--- src/rtl/dbs_pkg.sv ---
package dbs_pkg;

   typedef enum logic [1:0] {
      XK_COND   = 2'b00,
      XK_ALWAYS = 2'b01,
      XK_CALL   = 2'b10,
      XK_NEVER  = 2'b11
   } xfer_kind_e;

   typedef struct packed {
      logic legal;     // transfer accepted outside a live slot
      logic redirect;  // accepted and taken
      logic squash;    // cancel the coming delay slot
      logic clash;     // transfer found inside a live slot
   } xfer_dec_t;

endpackage

--- src/rtl/dbs_resolve.sv ---
module dbs_resolve
   import dbs_pkg::*;
(
   input  logic       xfer_valid_i,
   input  logic [1:0] xfer_kind_i,
   input  logic       cond_i,
   input  logic       annul_i,
   input  logic       live_i,
   input  logic       in_slot_i,
   output xfer_dec_t  dec_o
);

   xfer_kind_e kind;
   logic       active;
   logic       taken;
   logic       annul_ok;

   assign kind   = xfer_kind_e'(xfer_kind_i);
   // a cancelled instruction must not act, whatever it decodes to
   assign active = xfer_valid_i & live_i;

   always_comb begin
      taken    = 1'b0;
      annul_ok = 1'b0;
      unique case (kind)
         XK_COND: begin
            taken    = cond_i;
            annul_ok = ~cond_i;
         end
         XK_ALWAYS: begin
            taken    = 1'b1;
            annul_ok = 1'b1;
         end
         XK_CALL: begin
            taken    = 1'b1;
            annul_ok = 1'b0;
         end
         XK_NEVER: begin
            taken    = 1'b0;
            annul_ok = 1'b1;
         end
         default: begin
            taken    = 1'b0;
            annul_ok = 1'b0;
         end
      endcase
   end

   always_comb begin
      dec_o.legal    = active & ~in_slot_i;
      dec_o.clash    = active & in_slot_i;
      dec_o.redirect = dec_o.legal & taken;
      dec_o.squash   = dec_o.legal & annul_i & annul_ok;
   end

endmodule

--- src/rtl/dbs_pc_regs.sv ---
module dbs_pc_regs #(
   parameter int           AW           = 32,
   parameter int           INSN_BYTES   = 4,
   parameter bit           ALIGN_TARGET = 1'b1,
   parameter logic [AW-1:0] RESET_VEC   = 'h100
) (
   input  logic          clk_i,
   input  logic          rst_i,
   input  logic          redirect_i,
   input  logic [AW-1:0] target_i,
   output logic [AW-1:0] pc_o,
   output logic [AW-1:0] npc_o
);

   localparam logic [AW-1:0] STEP = AW'(INSN_BYTES);
   localparam logic [AW-1:0] LOW_MASK = AW'(INSN_BYTES - 1);

   logic [AW-1:0] tgt_use;
   logic [AW-1:0] pc_q;
   logic [AW-1:0] npc_q;

   generate
      if (ALIGN_TARGET) begin : g_align
         assign tgt_use = target_i & ~LOW_MASK;
      end else begin : g_raw
         assign tgt_use = target_i;
      end
   endgenerate

   always_ff @(posedge clk_i) begin
      if (rst_i) begin
         pc_q  <= RESET_VEC;
         npc_q <= RESET_VEC + STEP;
      end else begin
         pc_q  <= npc_q;
         npc_q <= redirect_i ? tgt_use : (npc_q + STEP);
      end
   end

   assign pc_o  = pc_q;
   assign npc_o = npc_q;

endmodule

--- src/rtl/dbs_slot_state.sv ---
module dbs_slot_state
   import dbs_pkg::*;
(
   input  logic      clk_i,
   input  logic      rst_i,
   input  xfer_dec_t dec_i,
   output logic      live_o,
   output logic      in_slot_o,
   output logic      err_o
);

   logic live_q;
   logic in_slot_q;
   logic err_q;

   always_ff @(posedge clk_i) begin
      if (rst_i) begin
         live_q    <= 1'b1;
         in_slot_q <= 1'b0;
         err_q     <= 1'b0;
      end else begin
         live_q    <= ~dec_i.squash;
         in_slot_q <= dec_i.legal;
         err_q     <= err_q | dec_i.clash;
      end
   end

   assign live_o    = live_q;
   assign in_slot_o = in_slot_q;
   assign err_o     = err_q;

endmodule

--- src/rtl/dbs_sequencer.sv ---
module dbs_sequencer
   import dbs_pkg::*;
#(
   parameter int            AW           = 32,
   parameter int            INSN_BYTES   = 4,
   parameter bit            ALIGN_TARGET = 1'b1,
   parameter logic [AW-1:0] RESET_VEC    = 'h100
) (
   input  logic          clk_i,
   input  logic          rst_i,
   input  logic          xfer_valid_i,
   input  logic [1:0]    xfer_kind_i,
   input  logic          cond_i,
   input  logic          annul_i,
   input  logic [AW-1:0] target_i,
   output logic [AW-1:0] pc_o,
   output logic [AW-1:0] fetch_addr_o,
   output logic          slot_valid_o,
   output logic          delay_slot_o,
   output logic          err_o
);

   localparam int OFS_W = $clog2(INSN_BYTES);

   generate
      if (AW < 8) begin : g_bad_aw
         $error("dbs_sequencer: AW must be at least 8");
      end
      if (INSN_BYTES < 2 || (INSN_BYTES & (INSN_BYTES - 1)) != 0) begin : g_bad_step
         $error("dbs_sequencer: INSN_BYTES must be a power of two, at least 2");
      end
      if ((RESET_VEC & AW'(INSN_BYTES - 1)) != '0) begin : g_bad_vec
         $error("dbs_sequencer: RESET_VEC must be instruction aligned");
      end
      if (OFS_W >= AW) begin : g_bad_ofs
         $error("dbs_sequencer: INSN_BYTES too large for AW");
      end
   endgenerate

   xfer_dec_t dec;
   logic      live;
   logic      in_slot;

   dbs_resolve u_resolve (
      .xfer_valid_i (xfer_valid_i),
      .xfer_kind_i  (xfer_kind_i),
      .cond_i       (cond_i),
      .annul_i      (annul_i),
      .live_i       (live),
      .in_slot_i    (in_slot),
      .dec_o        (dec)
   );

   dbs_pc_regs #(
      .AW           (AW),
      .INSN_BYTES   (INSN_BYTES),
      .ALIGN_TARGET (ALIGN_TARGET),
      .RESET_VEC    (RESET_VEC)
   ) u_pc (
      .clk_i      (clk_i),
      .rst_i      (rst_i),
      .redirect_i (dec.redirect),
      .target_i   (target_i),
      .pc_o       (pc_o),
      .npc_o      (fetch_addr_o)
   );

   dbs_slot_state u_state (
      .clk_i     (clk_i),
      .rst_i     (rst_i),
      .dec_i     (dec),
      .live_o    (live),
      .in_slot_o (in_slot),
      .err_o     (err_o)
   );

   assign slot_valid_o = live;
   assign delay_slot_o = in_slot;

endmodule

--- config.mk ---
export PLATFORM = sky130hd
export DESIGN_NAME = dbs_sequencer
export DESIGN_NICKNAME = d
export VERILOG_FILES = /design/src/rtl/dbs_pkg.sv /design/src/rtl/dbs_resolve.sv /design/src/rtl/dbs_pc_regs.sv /design/src/rtl/dbs_slot_state.sv /design/src/rtl/dbs_sequencer.sv
export SDC_FILE = /design/constraint.sdc
export NUM_CORES = 1
export LEC_CHECK = 0
export BUFFER_PORTS_ARGS = -buffer_cell sky130_fd_sc_hd__buf_2
export CAP_MARGIN = 20
export CORE_ASPECT_RATIO = 1.4
export CORE_UTILIZATION = 44
export DETAILED_ROUTE_END_ITERATION = 10
export GPL_ROUTABILITY_DRIVEN = 1
export PLACE_DENSITY_LB_ADDON = 0.05
export SYNTH_ARGS = -nofsm -noshare
export SYNTH_HDL_FRONTEND = slang
export SYNTH_HIERARCHICAL = 1
export SYNTH_SLANG_ARGS = --single-unit
--- constraint.sdc ---
create_clock -name clk_i -period 2 [get_ports clk_i]
set_input_delay 0.4 -clock clk_i [delete_from_list [all_inputs] [get_ports clk_i]]
set_output_delay 0.4 -clock clk_i [all_outputs]
set_load 0.02 [all_outputs]
==> results_dict.tcl <==
set metrics [dict create \
    pwr-share-seq 0.460 \
    grt_overflow 0 \
    tritoncts "built" \
    path_delay_family "simple AND/OR/NAND/NOR gates" \
    wirelength_mm 5.95 \
    crit_fanout 4 \
    drt_first_iter_violations 111 \
    worstSetupEndpointType "register" \
    powerDensity_nw_per_um2 836 \
    yosysSeqAreaShare 0.466 \
    cp.depth 5 \
    routedWlPerCell_um 12.2 \
    r2r_setup_slack_ns 0.09 \
    reg2reg_depth 5 \
    fmax_mhz 523 \
    clock_latency_ns 0.34 \
    place.gp.congestion 0.797 \
    synthFlopType "dfxtp_1" \
    slowest_delay_ns 0.53 \
    pwr-share-clk 0.362 \
    outcome "completed" \
    post_cts_buffers 0 \
    ctsResizeCount 0 \
    grt_pass1_vias 2122 \
    coreArea_um2 5900 \
    die_y_um 94.8 \
    dp_hpwl_mm 4.20 \
    hold_start "target_i[2]" \
    initial_utilization 0.458 \
    worst_path_max_delay_cell "or4_1" \
    clock-sinks 63 \
    vias 2365 \
    cts_hold_buf 0 \
    p_int_w 0.00221 \
    crit_chain "nand4_2 > or4_1 > or4_1 > xnor2_1 > o21a_1" \
    first_pass_iters 4 \
    synth_edf_count 0 \
    drive_gt1_frac 0.372 \
    yosysWarnings 6 \
    synth_top_cell_area_share 0.466 \
    start_kind "register" \
    cts_max_path_buffers 2 \
    drc_errors 0 \
    r2r-end "u_pc/npc_o[31]$_SDFF_PP0_" \
    grt_pass1_wl_mm 9.58 \
    numCtsBuffers 9 \
    timing.rr.start "u_pc/npc_o[21]$_SDFF_PP0_" \
    ys_types 37 \
    crit_start "u_pc/npc_o[21]$_SDFF_PP0_" \
    cellLeakagePower_nw 1.76 \
    antenna_found_initial 0 \
    async_flop_share 0 \
    die_w_um 68.3 \
    syn_area_per_cell_um2 9.08 \
    critical_path_arrival_ns 2.14 \
    synthCells 298 \
    clock-root-buffer "clkbuf_8" \
    yosys-top-cells-area "dfxtp_1, nor2b_1, xnor2_1" \
    cpMostUsedCell "or4_1" \
    switchingPower_w 0.000825 \
    hold_viol 0 \
    antenna_cells 0 \
    slew_viol_final 0 \
    drv_cap 0 \
    rsz0062_at_grt "false" \
    switching_share 0.272 \
    htreeDepth 3 \
    ys_top_cells_by_count "dfxtp_1, nor2b_1" \
    fin_crit_sh 0.956 \
    post-place-ws_ns 0.0898 \
    final_net_count 456 \
    fp-row-count 33 \
    grt_max_degree 53 \
    combPwrFrac 0.177 \
    finalSetupTns_ns 0 \
    required_ns 2.23 \
    hp-class "primary input to register" \
    globalRouteTotalUtil 0.202 \
    nFillCells 563 \
    path_buf_inv 0 \
    finClkSkew_ns 0.00754 \
    avgViaCountPerCell 4.86 \
    clkTransAtPathRegs_ns 0.07 \
    fin_crit_ns 1.91 \
    syn_to_final_growth_pct 34.2 \
    whs_ns 0.275 \
    ys_ff_latch 63 \
    syn_area_um2 2710 \
    yosysMostFrequentCell "dfxtp_1" \
    critPathCapture "u_pc/npc_o[31]$_SDFF_PP0_" \
    pin_count 106 \
    setup_viol 0 \
    die_area_um2 6470 \
    final_antenna_net_count 0 \
    critPathKind "register to register" \
    worst_slack_ns 0.0870 \
    portBuffers 99 \
    yosys.area.top_type "dfxtp_1" \
    irDropWorstVdd_mv 0.536 \
]
-- state kept, by name, summed over array words and instances (netlist names) --
register,cells
u_pc/npc_o,30
u_state/in_slot_o,1
u_state/live_o,1
u_pc/pc_o,30
u_state/err_o,1
-- worst min path at each step --
| stage | to | slack [ns] | cells after the start |
|---|---|---|---|
| 3_5_place_dp | u_state/err_o$_SDFF_PP0_ | 0.46 | 1 |
| 2_1_floorplan | u_state/in_slot_o$_SDFF_PP0_ | 0.47 | 1 |
| 3_3_place_gp | u_state/err_o$_SDFF_PP0_ | 0.44 | 1 |
| 5_1_grt | u_pc/npc_o[2]$_SDFF_PP1_ | 0.26 | 2 |
| 4_1_cts | u_pc/npc_o[2]$_SDFF_PP1_ | 0.26 | 2 |
| 6_report | u_pc/npc_o[2]$_SDFF_PP1_ | 0.28 | 2 |
-- final cells by class --
type,instances,area [µm²],share of cell area
multi-input cells,194,1280,0.353
flip-flops and latches,63,1270,0.351
repair buffers,125,716,0.197
clock buffers,11,151,0.0417
well taps,70,87.6,0.0241
inverters,20,75.1,0.0207
clock inverters,4,45.0,0.0124
-- logic make-up (layout without fill, tap and decap cells) --
logic type | count (synthesis) | count (layout) | synth area share
and+or+nand+nor | 111 | 111 | 0.233
DFF | 63 | 63 | 0.466
buffers and inverters | 44 | 160 | 0.0675
AOI/OAI and AO/OA | 42 | 42 | 0.102
xor gates and xnor gates | 24 | 24 | 0.0777
muxes | 9 | 9 | 0.0333
adders and majority gates | 4 | 4 | 0.0185
other | 1 | 4 | 0.00139
-- power by group through the flow --
stage | sequential, W | combinational [W] | clock [W]
5_1_grt | 0.00141 | 0.000592 | 0.00119
2_1_floorplan | 0.00154 | 0.000215 | 0
4_1_cts | 0.00140 | 0.000544 | 0.00113
3_3_place_gp | 0.00142 | 0.000535 | 0
3_5_place_dp | 0.00142 | 0.000542 | 0
6_report | 0.00140 | 0.000537 | 0.00110
-- routing by layer --
layer | part of all wire | GRT usage
met1 | 0.43 | 0.232
met2 | 0.51 | 0.336
met3 | 0.052 | 0.0543
met4 | 0.013 | 0.0990
met5 | 0 | 0
-- cells in the final DEF, fill, tap and decap left out, drive strengths merged, types with 2 or more instances in the layout --
cell | Yosys | layout
mux2i | 9 | 9
nand3 | 14 | 14
nor3 | 9 | 9
or4 | 2 | 2
dfxtp | 63 | 63
xnor2 | 20 | 20
nand2 | 8 | 8
o21a | 15 | 15
nor2 | 20 | 20
nor4bb | 2 | 2
buf | 6 | 125
nand2b | 2 | 2
clkbuf | 18 | 11
a21oi | 20 | 20
nand4 | 11 | 11
inv | 20 | 20
nor2b | 31 | 31
nand3b | 2 | 2
and3 | 6 | 6
conb | 1 | 4
xor2 | 4 | 4
ha | 4 | 4
clkinv | 0 | 3
-- through the flow --
step | instances | util | area, µm² | power [W]
final | 487 | 0.615 | 3630 | 0.00303
after global routing | 487 | 0.615 | 3630 | 0.00319
after floorplan | 301 | - | 2740 | 0.00176
after global placement | 472 | 0.581 | 3430 | 0.00196
after CTS | 487 | 0.615 | 3630 | 0.00307
after detailed placement | 472 | 0.581 | 3430 | 0.00197
Note: power is estimated with default switching activity, not from simulation.
